File: config.mk
export PLATFORM = sky130hd
export DESIGN_NAME = irq_mask_aggr
export DESIGN_NICKNAME = d
export VERILOG_FILES = /design/src/rtl/irq_aggr_pkg.sv /design/src/rtl/irq_pend_reg.sv /design/src/rtl/irq_mask_reg.sv /design/src/rtl/irq_edge_track.sv /design/src/rtl/irq_mask_aggr.sv
export SDC_FILE = /design/constraint.sdc
export NUM_CORES = 1
export LEC_CHECK = 0
export ABC_CLOCK_PERIOD_IN_PS = 1400
export BUFFER_PORTS_ARGS = -buffer_cell sky130_fd_sc_hd__buf_2
export CAP_MARGIN = 20
export CORE_UTILIZATION = 40
export DETAILED_ROUTE_END_ITERATION = 8
export PLACE_DENSITY = 0.83
export SLEW_MARGIN = 30
export SYNTH_ARGS = -nofsm -noshare
export SYNTH_HDL_FRONTEND = slang
export SYNTH_SLANG_ARGS = --single-unit
export TNS_END_PERCENT = 5
File: constraint.sdc
create_clock -name clk -period 1.4 [get_ports clk]
set_input_delay 0.21 -clock clk [delete_from_list [all_inputs] [get_ports clk]]
set_output_delay 0.21 -clock clk [all_outputs]
set_load 0.02 [all_outputs]
File: src/rtl/irq_aggr_pkg.sv
`timescale 1ns/1ps
package irq_aggr_pkg;
  typedef enum logic [1:0] {
    SEL_MASK = 2'd0,
    SEL_ACK  = 2'd1,
    SEL_STAT = 2'd2,
    SEL_NONE = 2'd3
  } reg_sel_e;
endpackage

File: src/rtl/irq_pend_reg.sv
`timescale 1ns/1ps
module irq_pend_reg #(
  parameter int unsigned N    = 8,
  parameter int unsigned IDXW = 4
) (
  input  logic            clk,
  input  logic            rst_n,
  input  logic [N-1:0]    set_vec,
  input  logic [N-1:0]    clr_vec,
  input  logic            ack_fire,
  input  logic [IDXW-1:0] ack_idx,
  output logic [N-1:0]    ack_vec,
  output logic [N-1:0]    pend_q
);
  // one-hot of the acknowledged index, empty when the index is out of range
  function automatic logic [N-1:0] ack_decode(input logic fire, input logic [IDXW-1:0] idx);
    logic [N-1:0] v;
    v = '0;
    for (int i = 0; i < N; i++) begin
      if (fire && (int'(idx) == i)) v[i] = 1'b1;
    end
    return v;
  endfunction

  // clears, from strobe or acknowledge, take precedence over sets
  function automatic logic [N-1:0] pend_next(input logic [N-1:0] cur, input logic [N-1:0] s,
                                             input logic [N-1:0] c, input logic [N-1:0] a);
    return (cur | s) & ~c & ~a;
  endfunction

  assign ack_vec = ack_decode(ack_fire, ack_idx);

  always_ff @(posedge clk or negedge rst_n) begin
    if (!rst_n) pend_q <= '0;
    else        pend_q <= pend_next(pend_q, set_vec, clr_vec, ack_vec);
  end
endmodule

File: src/rtl/irq_mask_reg.sv
`timescale 1ns/1ps
module irq_mask_reg #(
  parameter int unsigned N = 8
) (
  input  logic         clk,
  input  logic         rst_n,
  input  logic         wr,
  input  logic [N-1:0] wdata,
  output logic [N-1:0] en_q,
  output logic [N-1:0] mask_view
);
  // the software view is the inverse of the stored enables
  function automatic logic [N-1:0] flip(input logic [N-1:0] v);
    return ~v;
  endfunction

  always_ff @(posedge clk or negedge rst_n) begin
    if (!rst_n)  en_q <= '0;
    else if (wr) en_q <= flip(wdata);
  end

  assign mask_view = flip(en_q);
endmodule

File: src/rtl/irq_edge_track.sv
`timescale 1ns/1ps
module irq_edge_track (
  input  logic clk,
  input  logic rst_n,
  input  logic level,
  output logic rise_evt,
  output logic fall_evt
);
  logic busy_q;

  always_ff @(posedge clk or negedge rst_n) begin
    if (!rst_n) busy_q <= 1'b0;
    else        busy_q <= level;
  end

  assign rise_evt = level & ~busy_q;
  assign fall_evt = ~level & busy_q;
endmodule

File: src/rtl/irq_mask_aggr.sv
`timescale 1ns/1ps
module irq_mask_aggr #(
  parameter int unsigned N      = 8,
  parameter int unsigned DATA_W = 8,
  parameter int unsigned IDXW   = 4,
  parameter int unsigned RD_W   = 64
) (
  input  logic              clk,
  input  logic              rst_n,
  input  logic              wr_en,
  input  logic [1:0]        wr_sel,
  input  logic [DATA_W-1:0] wr_data,
  input  logic [1:0]        rd_sel,
  output logic [RD_W-1:0]   rd_data,
  input  logic [N-1:0]      src_set,
  input  logic [N-1:0]      src_clr,
  output logic              irq_level,
  output logic              irq_assert,
  output logic              irq_deassert
);
  import irq_aggr_pkg::*;

  localparam int unsigned PADW = RD_W - N;

  function automatic logic [RD_W-1:0] zext(input logic [N-1:0] v);
    return {{PADW{1'b0}}, v};
  endfunction

  logic         wr_mask;
  logic         wr_ack;
  logic [N-1:0] pend_q;
  logic [N-1:0] en_q;
  logic [N-1:0] ack_vec;
  logic [N-1:0] mask_view;
  logic [N-1:0] live;

  assign wr_mask = wr_en && (reg_sel_e'(wr_sel) == SEL_MASK);
  assign wr_ack  = wr_en && (reg_sel_e'(wr_sel) == SEL_ACK);

  irq_pend_reg #(.N(N), .IDXW(IDXW)) u_pend (
    .clk(clk), .rst_n(rst_n), .set_vec(src_set), .clr_vec(src_clr),
    .ack_fire(wr_ack), .ack_idx(wr_data[IDXW-1:0]),
    .ack_vec(ack_vec), .pend_q(pend_q)
  );

  irq_mask_reg #(.N(N)) u_mask (
    .clk(clk), .rst_n(rst_n), .wr(wr_mask), .wdata(wr_data[N-1:0]),
    .en_q(en_q), .mask_view(mask_view)
  );

  assign live      = pend_q & en_q;
  assign irq_level = |live;

  irq_edge_track u_edge (
    .clk(clk), .rst_n(rst_n), .level(irq_level),
    .rise_evt(irq_assert), .fall_evt(irq_deassert)
  );

  always_comb begin
    case (reg_sel_e'(rd_sel))
      SEL_MASK: rd_data = zext(mask_view);
      SEL_STAT: rd_data = zext(pend_q);
      default:  rd_data = '0;
    endcase
  end
endmodule

# After elaboration in Yosys (flattened, before gate mapping)
# Index checks and enable logic that the tools add are counted.
# totals
reg_bits,17
input_bits,31
out_inout_bits,67
wordCells,47
# classes
eq_ne,9
n_mux,9
bitwise,12
reduce_logical,14
# op_table
cell,n
$not A8 Y8,4
$and A8 B8 Y8,3
$eq A4 B4 Y1 const B,4
$pmux W8 S2,1
$logic_and A1 B1 Y1,10
$eq A4 B3 Y1 const B,2
$mux W1,8
$or A8 B8 Y8,1
$reduce_or A8 Y1,1
$eq A4 B2 Y1 const B,1
$logic_not A2 Y1,2
$logic_not A4 Y1,1
$and A1 B1 Y1,2
$eq A2 B1 Y1 const B,1
$eq A2 B2 Y1 const B,1
$not A1 Y1,2

# Depth between registers and ports, before layout
# depth
word_depth,6
mapped_depth,5
mapped_depth_nobuf,3

# By module
# Synthesis repeated with hierarchy kept, for this count alone.
# hier_totals
hier_cells,158
area_unflattened_um2,1411.4
# by_module_without_submodules
module,n_inst,cells_each,area_per_inst_um2,seq_area_each_um2
irq_mask_aggr,1,82,601.8,0.0
irq_pend_reg,1,41,402.9,200.2
irq_mask_reg,1,32,366.6,200.2
irq_edge_track,1,3,40.0,25.0

# Least setup slack after synthesis
# OpenSTA, ideal clock, no wires.
# synth_timing
path_type,register to output
from,register u_mask.en_q[0]
to,output port irq_deassert
arrival_ns,0.992
required_ns,1.190
slack_ns,0.198
stages_incl_launch_ff,4
n_path_buf,0
cell_sequence,dfrtp_1 -> a22oi_1 -> and4_1 -> and2_1
# synth_via
elab_chain_len,4
# synth_lines
element,line_no,text
from (decl),irq_mask_reg.sv:9,"output logic [N-1:0] en_q,"
from (signal assigned),irq_mask_reg.sv:19,else if (wr) en_q <= flip(wdata);
$and A8 B8 Y8,irq_mask_aggr.sv:51,assign live = pend_q & en_q;
$reduce_or A8 Y1,irq_mask_aggr.sv:52,assign irq_level = |live;
$not A1 Y1,irq_edge_track.sv:17,assign fall_evt = ~level & busy_q;
$and A1 B1 Y1,irq_edge_track.sv:17,
to (decl),irq_mask_aggr.sv:19,output logic irq_deassert
# Every way passes these cells.

# Worst setup path after layout
# layout_timing
from,register u_pend.pend_q[0]
to,output port irq_deassert
# layout_via
elab_chain_len,4
# layout_lines
element,line_no,text
from (decl),irq_pend_reg.sv:13,output logic [N-1:0] pend_q
from (signal assigned),irq_pend_reg.sv:35,"else pend_q <= pend_next(pend_q, set_vec, clr_vec, ack_vec);"
$and A8 B8 Y8,irq_mask_aggr.sv:51,
$reduce_or A8 Y1,irq_mask_aggr.sv:52,
$not A1 Y1,irq_edge_track.sv:17,
$and A1 B1 Y1,irq_edge_track.sv:17,
# Every way passes these cells.

==> results.md <==
* All-Layer GR Usage at between 10% and 20%
* Sw frac at slightly below 40%
* Synth Instances at 150
* GP Congestion at a little under 0.8
* Post-synthesis average cell area at 8.62 um2
* Cells along the critical path: a22oi_2 > and4_4 > and2_4 > buf_6
* Min-delay src: src_clr[7]
* Worst-path clk slew at 0.10 ns
* Detailed Routing Iterations Pass 1 at 4
* HP Class: input port to flip-flop
* WL final at 2500 um
* Synth Register Bits at 17
* DRC at 0
* Reg power frac at 42.4%
* Data required, critical path at 1.19 ns
* Critical-path top delay cell: dfrtp_1
* R2R depth at 3
* Clk Latency, worst-skew pair at 0.30 ns
* DP HPWL at between 1500 and 2000 um
* First-iteration detailed-routing DRC count at 16
* Setup TNS at -0.673 ns
* Failing checks: setup timing
* Via count at 1016
* Pin count of the biggest net entering global routing at 18
* Std cell rows at 20
* Synth warnings at 0
* Initial antenna violation count at 0
* CP endpoint kind: primary output
* Hold depth at 2
* Starting Density at 42.4%
* EDFF count, synth at 0
* Worst r2r src: u_pend.pend_q[0]$_DFF_PN0_
* DR top layer: met4
* Reg2reg end: u_edge.busy_q$_DFF_PN0_
* Clk sinks at 17
* Critical Path Source Type: flip-flop
* Worst Setup SP: u_pend.pend_q[0]$_DFF_PN0_
* Maximum vdd drop at 0.000509 V
* DP Cell Count at 231
* Period utilisation layout at 114%
* CP Class: flip-flop to primary output
* Async set or reset register ratio after synthesis at 100%
* CTS tree: built
* Final Max Slew Viols at 0
* # setup viols final at 6
* Core ar. at 3050 um2
* CTS H-tree lvls at 1
* DIE AREA at 3470 um2
* NumNets Final at 231
* Overall Power at 1.42 mW
* Mapped Area at between 1000 and 1500 um2
* Buffers and inverters on the worst path at 1
* RSZ-0062 raised after global routing: yes
* DR WL/cell at just over 10 um
* Layout cell share with drive strength beyond 1 at about a third
* Worst-path maximum fanout at 3
* Final hold violation count at 0
* Clk buf depth at 2
* Antenna fix cells at 0
* Post-route clock skew at 0.00678 ns
* Clock share of power at 18.8%
* Pwr Density at 978 nW/um2
* CP top delay family: flip-flops
* Routed wl met2 at 1310 um
* Number of global-route vias before repair at 851
* Final Worst Setup Slack at -0.196 ns
* Met1 WL at 962 um
* Arrival @ worst endpoint at around 1.4 ns
* Metal3 WL at 177 um
* Top_reg_cell synth: dfrtp_1
* Combinational Power Share at 38.8%
* Post-placement setup slack at 0.0511 ns
* Switching power at 547 uW
* Fin cells at between 200 and 250
* Status: finished with violations
* Sequential area share after synthesis at 32.9%
* TritonCTS buffer count at 3
* # IOs at 98
* Die Y at 58.9 um
* IO buf count at 41
* First-pass GRT wire length at 3770 um
* Via density at 4.18
* Leakage at 0.783 nW
* Max cap viols at 0
* Cell internal pwr at 871 uW
* Crit path largest cell delay at 0.41 ns
* CP Depth at 4
* Die Wd at 58.9 um
* Antenna Nets Post-Route at 0
* Worst setup path end: irq_deassert
* F_max at 627 MHz
* Grt total ovfl at 0
* Reg2reg setup slack at 0.39 ns
* Area Overhead vs Synth at 12.1%
* Fin crit period at 1.60 ns
* Post-synth cell types at 24
* CTS root buf: clkbuf_4
==> per-layer routing <==
| metal | vias up | global-route usage [%] |
|---|---|---|
| li1 | 482 | - |
| met1 | 465 | 17.1 |
| met2 | 64 | 27.1 |
| met3 | 5 | 2.42 |
| met4 | 0 | 7.14 |
| met5 | - | 0 |
==> flip-flops by register name, summed over array words and instances (netlist names) <==
register and flops:
u_edge.busy_q 1, u_mask.en_q 8, u_pend.pend_q 8
==> layout by cell type (no fill, tap or decap), drive strengths merged <==
cell / instances
a211oi: 6
a21oi: 8
a22oi: 4
a311oi: 2
and2: 1
and4: 1
buf: 50
clkbuf: 4
conb: 56
dfrtp: 17
dlygate4sd3: 1
inv: 1
nand2: 8
nand3b: 1
nor2: 26
nor2b: 2
nor3: 1
nor3b: 1
o21ai: 8
or3b: 1
==> layout make-up <==
| class | instances | area [um2] |
|---|---|---|
| flip-flops and latches | 17 | 425 |
| inverters | 1 | 3.75 |
| clock buffers | 4 | 26.3 |
| fillers | 311 | 1600 |
| multi-input cells | 126 | 622 |
| repair buffers | 51 | 318 |
| well taps | 44 | 55.1 |
==> worst reg2reg max path, stage by stage (launching register included) <==
cell     delay, ns
dfrtp_1       0.41
a22oi_2       0.20
and4_4        0.25
inv_1         0.06
==> what timing repair did <==
| item | in CTS | in global routing |
|---|---|---|
| endpoints found under the hold margin | 17 | 0 |
| gates resized for setup | 6 | 11 |
| buffers inserted | 5 | 2 |
| cloned | 0 | 0 |
| pin swaps | 3 | 2 |
| setup endpoints to repair | 3 | 11 |
| hold buffers | 1 | 0 |
==> worst min-delay path by stage <==
stage | end
after floorplan | u_edge.busy_q$_DFF_PN0_
final | u_pend.pend_q[7]$_DFF_PN0_
after global routing | u_pend.pend_q[5]$_DFF_PN0_
after CTS | u_pend.pend_q[7]$_DFF_PN0_
after global placement | u_pend.pend_q[6]$_DFF_PN0_
after detailed placement | u_pend.pend_q[3]$_DFF_PN0_
==> synthesized netlist by cell type (2+ instances only) <==
library cell | number | area share (%)
a22oi_1 | 4 | 2.3
nor2b_1 | 2 | 0.97
nand2_1 | 6 | 1.7
dfrtp_1 | 17 | 33
a21oi_1 | 8 | 3.1
a211oi_1 | 6 | 3.5
o21ai_2 | 8 | 5.4
nand2_2 | 2 | 0.97
a311oi_1 | 2 | 1.4
nor2_1 | 26 | 7.5
buf_4 | 56 | 32
==> cells by family after synthesis <==
family	Yosys count	synth area share, %
AO/OA/AOI/OAI	28	15.7
buffers and inverters	62	36.2
flip-flops	17	32.9
other	1	0.290
AND/OR/NAND/NOR	42	15.0
==> through the flow <==
stage | cell area (um2) | util [%] | hold WS, ns
5_1_grt | 1450 | 47.5 | 0.0350
6_report | 1450 | 47.5 | 0.0458
4_1_cts | 1400 | 45.9 | 0.0427
3_5_place_dp | 1310 | 43.0 | 0.157
3_3_place_gp | 1310 | 43.0 | 0.149
2_1_floorplan | 1500 | - | -0.0856
==> power by group through the flow <==
stage	clock (mW)	sequential (mW)	combinational, mW
final	0.266	0.601	0.551
after global routing	0.297	0.608	0.603
after CTS	0.276	0.595	0.510
after detailed placement	0	0.610	0.455
after global placement	0	0.603	0.451
after floorplan	0	0.596	0.459
(Power assumes the default switching activity.)
